## config.mk

```make
export PLATFORM = sky130hd
export DESIGN_NAME = rank_lfsr_counter
export DESIGN_NICKNAME = d
export VERILOG_FILES = /design/src/rtl/rank_lfsr_pkg.sv /design/src/rtl/rank_lfsr_step.sv /design/src/rtl/rank_lfsr_encoder.sv /design/src/rtl/rank_lfsr_core.sv /design/src/rtl/rank_lfsr_counter.sv
export SDC_FILE = /design/constraint.sdc
export NUM_CORES = 1
export LEC_CHECK = 0
export BUFFER_PORTS_ARGS = -buffer_cell sky130_fd_sc_hd__buf_2
export CAP_MARGIN = 20
export CORE_UTILIZATION = 42
export DETAILED_ROUTE_END_ITERATION = 6
export PLACE_DENSITY = 0.8
export SLEW_MARGIN = 25
export SYNTH_ARGS = -nofsm -noshare
export SYNTH_HDL_FRONTEND = slang
export SYNTH_SLANG_ARGS = --single-unit
```

## constraint.sdc

```tcl
create_clock -name clk -period 1.6 [get_ports clk]
set_input_delay 0.08 -clock clk [delete_from_list [all_inputs] [get_ports clk]]
set_output_delay 0.08 -clock clk [all_outputs]
set_load 0.01 [all_outputs]
```

## src/rtl/rank_lfsr_pkg.sv

```systemverilog
package rank_lfsr_pkg;

   localparam int unsigned MIN_W = 3;
   localparam int unsigned MAX_W = 8;

   // Maximal-length feedback masks; bit (W-1) is always a tap.
   // Every mask has an even tap count, so the all-ones word is the XNOR lock-up state.
   function automatic logic [MAX_W-1:0] tap_mask(input int unsigned w);
      logic [MAX_W-1:0] m;
      case (w)
         3:       m = 8'b0000_0110;
         4:       m = 8'b0000_1100;
         5:       m = 8'b0001_0100;
         6:       m = 8'b0011_0000;
         7:       m = 8'b0110_0000;
         8:       m = 8'b1011_1000;
         default: m = 8'b0000_0000;
      endcase
      return m;
   endfunction

   function automatic int unsigned tap_count(input int unsigned w);
      logic [MAX_W-1:0] m;
      int unsigned n;
      m = tap_mask(w);
      n = 0;
      for (int i = 0; i < MAX_W; i++) n += m[i];
      return n;
   endfunction

endpackage

```

## src/rtl/rank_lfsr_step.sv

```systemverilog
module rank_lfsr_step #(
   parameter int unsigned W        = 5,
   parameter bit          BACKWARD = 1'b0
) (
   input  logic [W-1:0] cur_i,
   output logic [W-1:0] nxt_o
);
   import rank_lfsr_pkg::*;

   localparam logic [MAX_W-1:0] MASK_FULL = tap_mask(W);
   localparam logic [W-1:0]     MASK      = MASK_FULL[W-1:0];
   localparam int unsigned      TAPS      = tap_count(W);

   generate
      if (W < MIN_W || W > MAX_W) begin : g_bad_width
         $fatal(1, "rank_lfsr_step: width out of supported range");
      end
      if (TAPS % 2 != 0) begin : g_bad_taps
         $fatal(1, "rank_lfsr_step: tap count must be even");
      end

      if (!BACKWARD) begin : g_fwd
         if (TAPS == 2) begin : g_two_tap
            localparam int unsigned LO = (MASK[W-2] ? W-2 :
                                          (MASK[W-3] ? W-3 : 0));
            always_comb nxt_o = {cur_i[W-2:0], ~(cur_i[W-1] ^ cur_i[LO])};
         end else begin : g_multi_tap
            always_comb nxt_o = {cur_i[W-2:0], ~(^(cur_i & MASK))};
         end
      end else begin : g_bwd
         // Recover the bit that was shifted out at the top.
         always_comb
            nxt_o = {~cur_i[0] ^ (^(cur_i[W-1:1] & MASK[W-2:0])), cur_i[W-1:1]};
      end
   endgenerate

endmodule

```

## src/rtl/rank_lfsr_encoder.sv

```systemverilog
module rank_lfsr_encoder #(
   parameter int unsigned W        = 5,
   parameter logic [W-1:0] TERMINAL = '0
) (
   input  logic [W-1:0] rank_i,
   output logic [W-1:0] code_o
);
   localparam int unsigned MAX_RANK = (1 << W) - 2;

   logic [W-1:0] chain [0:MAX_RANK];
   logic [W-1:0] rank_sat;

   assign chain[0] = TERMINAL;

   generate
      for (genvar k = 1; k <= MAX_RANK; k++) begin : g_back
         rank_lfsr_step #(.W(W), .BACKWARD(1'b1)) u_back (
            .cur_i (chain[k-1]),
            .nxt_o (chain[k])
         );
      end
   endgenerate

   always_comb begin
      if (rank_i > W'(MAX_RANK)) rank_sat = W'(MAX_RANK);
      else                       rank_sat = rank_i;
   end

   assign code_o = chain[rank_sat];

   // the lock-up word must never be handed to a counter
   always_comb begin
      a_r10_no_lockup: assert (!(code_o === {W{1'b1}}));
   end

endmodule

```

## src/rtl/rank_lfsr_core.sv

```systemverilog
module rank_lfsr_core #(
   parameter int unsigned W        = 5,
   parameter logic [W-1:0] TERMINAL = '0
) (
   input  logic         clk,
   input  logic         rst_n,
   input  logic         load_i,
   input  logic [W-1:0] word_i,
   input  logic         step_i,
   input  logic         dark_i,
   output logic [W-1:0] state_o,
   output logic         term_o
);
   logic [W-1:0] state_q;
   logic [W-1:0] state_nx;
   logic         term;
   logic         advance;

   rank_lfsr_step #(.W(W), .BACKWARD(1'b0)) u_fwd (
      .cur_i (state_q),
      .nxt_o (state_nx)
   );

   assign term    = (state_q == TERMINAL);
   assign advance = step_i & dark_i & ~term;

   always_ff @(posedge clk) begin
      if (!rst_n)      state_q <= TERMINAL;
      else if (load_i) state_q <= word_i;
      else if (advance) state_q <= state_nx;
   end

   assign state_o = state_q;
   assign term_o  = term;

   a_r2_load_takes: assert property (@(posedge clk) disable iff (!rst_n)
      load_i |=> (state_o == $past(word_i)));

   a_r4_bright_holds: assert property (@(posedge clk) disable iff (!rst_n)
      (step_i && !dark_i && !load_i) |=> $stable(state_o));

   a_r5_idle_holds: assert property (@(posedge clk) disable iff (!rst_n)
      (!step_i && !load_i) |=> $stable(state_o));

   a_r7_frozen: assert property (@(posedge clk) disable iff (!rst_n)
      (term_o && !load_i) |=> (state_o == TERMINAL));

   a_r3_moves: assert property (@(posedge clk) disable iff (!rst_n)
      (step_i && dark_i && !load_i && !term_o && state_o != {W{1'b1}})
         |=> (state_o != $past(state_o)));

endmodule

```

## src/rtl/rank_lfsr_counter.sv

```systemverilog
module rank_lfsr_counter #(
   parameter int unsigned WIDTH    = 5,
   parameter logic [WIDTH-1:0] TERMINAL = '0
) (
   input  logic             clk,
   input  logic             rst_n,
   input  logic             load_i,
   input  logic [WIDTH-1:0] rank_word_i,
   input  logic             step_i,
   input  logic             cmp_bit_i,
   input  logic [WIDTH-1:0] rank_bin_i,
   output logic [WIDTH-1:0] rank_code_o,
   output logic [WIDTH-1:0] count_state_o,
   output logic             terminal_o
);
   generate
      if (TERMINAL == {WIDTH{1'b1}}) begin : g_bad_terminal
         $fatal(1, "rank_lfsr_counter: terminal state cannot be the lock-up word");
      end
   endgenerate

   logic dark;
   assign dark = ~cmp_bit_i;

   rank_lfsr_encoder #(.W(WIDTH), .TERMINAL(TERMINAL)) u_enc (
      .rank_i (rank_bin_i),
      .code_o (rank_code_o)
   );

   rank_lfsr_core #(.W(WIDTH), .TERMINAL(TERMINAL)) u_core (
      .clk     (clk),
      .rst_n   (rst_n),
      .load_i  (load_i),
      .word_i  (rank_word_i),
      .step_i  (step_i),
      .dark_i  (dark),
      .state_o (count_state_o),
      .term_o  (terminal_o)
   );

   // the flag and the state agree at the ports
   a_r6_flag_matches: assert property (@(posedge clk) disable iff (!rst_n)
      terminal_o |-> (count_state_o == TERMINAL));

endmodule

```

==> results.sh <==
export IMPL_cts_buffers=3
export IMPL_timing_hold_ws_ns=0.09915
export IMPL_path_class="input pin to primary output"
export IMPL_drive_above_1_share_pct=31.62
export IMPL_synth_net_count=113
export IMPL_worst_ep_arrival_time_ns=1.39
export IMPL_die_y_um=41.70
export IMPL_fin_crit_sh_pct=91.86
export IMPL_drc=0
export IMPL_grt_pass1_vias=648
export IMPL_worstPathRequired_ns=1.52
export IMPL_tightest_slew_ns=0.3825
export IMPL_hold_start="rank_word_i[3]"
export IMPL_skew_ns=0.002562
export IMPL_wire_per_inst_um=12.21
export IMPL_finalWirelength_um=1612
export IMPL_fin_cells=132
export IMPL_ys_types=24
export IMPL_r2r_start="u_core.state_o[3]"
export IMPL_hold_viol=0
export IMPL_antenna_found_initial=0
export IMPL_fp_dieW_um=41.70
export IMPL_fin_nets=141
export IMPL_setup_viol=0
export IMPL_met3_length_um=82
export IMPL_worst_r2r_cell_count=4
export IMPL_grt_usage_pct=21.01
export IMPL_setup_ws_ns=0.1303
export IMPL_crit_fanout=4
export IMPL_start_kind="input pin"
export IMPL_rsz0062_at_grt="no"
export IMPL_clock_path_buffers=2
export IMPL_dieArea_um2=1738
export IMPL_clk_pin_slew_worst_paths_ns=0.04
export IMPL_core_area_um2=1383
export IMPL_htree_levels=1
export IMPL_wirelength_met1_um=719
export IMPL_worst_setup_path_end_kind="primary output"
export IMPL_fin_crit_ns=1.470
export IMPL_hold_path_class="input pin to flop"
export IMPL_cts_sinks=5
export IMPL_io_buffers=25
export IMPL_grt_start_max_net_pins=19
export IMPL_avgViaCountPerCell=5.417
export IMPL_status="finished, final reports clean"
export IMPL_seq_area_frac_synth_pct=15.12
export IMPL_initialDrtViolationCount=19
export IMPL_p_total_mw=0.5067
export IMPL_drv_slew=0
export IMPL_syn2layout_area_growth_pct=27.98
export IMPL_cpMostUsedCell="buf_2"
export IMPL_path_cells="buf_2 > nand2_1 > o21ai_2 > inv_1 > ha_1 > nor2b_1 > nand3b_1 > o211ai_1 > o21ai_1 > buf_2"
export IMPL_post_cts_buffers=0
export IMPL_grt_first_pass_wirelength_um=2835
export IMPL_max_freq_ghz=0.6804
export IMPL_regArea_um2=100.1
export IMPL_ys_ff_latch=5
export IMPL_num_rows=13
export IMPL_routabilityCongestion=0.8478
export IMPL_r2r_setup_slack_ns=0.30
export IMPL_dp_hpwl_um=1232
export IMPL_worstHoldPathCells=3
export IMPL_r2r_end="u_core.state_o[0]"
export IMPL_worstHoldEndpoint="u_core.state_o[3]"
export IMPL_cp_slowest_cell="ha_1"
export IMPL_syn_area_per_cell_um2=7.354
export IMPL_first_pass_iters=4
export IMPL_synth_area_um2=661.9
export IMPL_start_util_pct=47.87
export IMPL_vias=715
export IMPL_multi_input_area_um2=524.3
export IMPL_root_buffer="clkbuf_4"
export IMPL_largest_reg_flops=5
export IMPL_critPathMaxStageDelay_ns=0.22
export IMPL_power_density_nw_per_um2=598.2
export IMPL_io_pins=26
export IMPL_antenna_cells=0
export IMPL_finalSetupTns_ns=0
export IMPL_clkLatencyLatePin_ns=0.25
export IMPL_grt_overflow=0
export IMPL_numPlacedInstances=128
export IMPL_syn_inst=90
export IMPL_max_slew_margin_pct=74.45
export IMPL_cts_tree="yes"
export IMPL_highest_layer="met4"
export IMPL_leakage_nw=0.4203
export IMPL_dp_slack_ns=0.1394
export IMPL_drt_antenna_violating_nets=0
export IMPL_met2WireLength_um=769
export IMPL_yosysWarnings=0
export IMPL_fillers=129
export IMPL_maxCapViolCount=0
export IMPL_peakVddDrop_mv=0.3375
-- critical path, delay by kind of cell --
kind                       cells  cell delay, ns
AOI/OAI and AO/OA              3            0.35
adders and majority gates      1            0.22
buffers and inverters          3            0.36
and+or+nand+nor                3            0.38
-- report_power, final --
group / switching [mW] / total [mW] / leakage, nW / internal, mW
registers: 0.0121 / 0.147 / 0.0416 / 0.135
logic: 0.111 / 0.205 / 0.364 / 0.0943
clock network: 0.0603 / 0.155 / 0.0150 / 0.0948
-- metal layers --
metal,up-vias,GRT usage (%)
li1,373,-
met1,319,27.18
met2,18,30.94
met3,5,4.783
met4,0,13.55
met5,-,0
-- final cells by class --
| type | count | area share [%] |
|---|---|---|
| inverters | 4 | 1.773 |
| well taps | 15 | 2.216 |
| repair buffers | 30 | 19.20 |
| multi-input cells | 74 | 61.89 |
| clock buffers | 4 | 3.102 |
| flip-flops and latches | 5 | 11.82 |
-- synth_stat cells --
cell,number,area (um2)
nand2_1,10,37.54
nor3b_1,3,22.52
a221oi_1,1,8.760
nor3_1,2,10.01
o22ai_1,1,6.260
clkbuf_1,1,3.750
ha_1,8,100.1
buf_2,6,30.03
dfxtp_1,5,100.1
a2111oi_4,1,27.53
a211oi_1,4,30.03
o21ai_0,13,65.06
mux2i_1,6,60.06
nor2b_1,2,12.51
o32ai_1,1,8.760
nand3b_1,1,7.510
a21oi_1,6,30.03
mux2_2,1,11.26
inv_1,4,15.01
nor2_1,5,18.77
nand2b_1,6,37.54
or3_1,1,6.260
nand3_1,1,5.000
o211ai_1,1,7.510
-- per-stage QoR --
step	cell area, um2	util, %
2_1_floorplan	665.6	-
3_3_place_gp	813.3	58.82
3_5_place_dp	813.3	58.82
4_1_cts	839.6	60.72
5_1_grt	847.1	61.27
6_report	847.1	61.27
-- layout by cell type, fill, tap and decap left out, drive strengths merged, types with 2 or more instances in the layout --
master,netlist,final
nand2,10,10
nor2,5,5
dfxtp,5,5
a21oi,6,6
inv,4,4
nor3,2,2
mux2i,6,6
nor3b,3,3
ha,8,8
nor2b,2,2
nand2b,6,6
clkbuf,1,4
a211oi,4,4
o21ai,13,13
buf,6,30
-- cells by family after synthesis --
group           synth area share (%)
compound gates                 27.79
fa+ha+maj                      15.12
buf+inv                        7.371
flops                          15.12
mux                            10.78
simple gates                   23.82
-- timing repair --
action	4_1_cts	5_1_grt
gates resized for setup	0	1
endpoints found under the setup margin	0	1
hold buffers	0	0
-- worst max-delay path by stage --
stage                  start             end  cells after the start
4_1_cts        rank_bin_i[1]  rank_code_o[2]                      9
3_5_place_dp   rank_bin_i[1]  rank_code_o[2]                      9
6_report       rank_bin_i[1]  rank_code_o[2]                     10
3_3_place_gp   rank_bin_i[1]  rank_code_o[2]                      9
5_1_grt        rank_bin_i[4]  rank_code_o[2]                     10
2_1_floorplan  rank_bin_i[3]  rank_code_o[1]                      9
(Power assumes the default switching activity.)
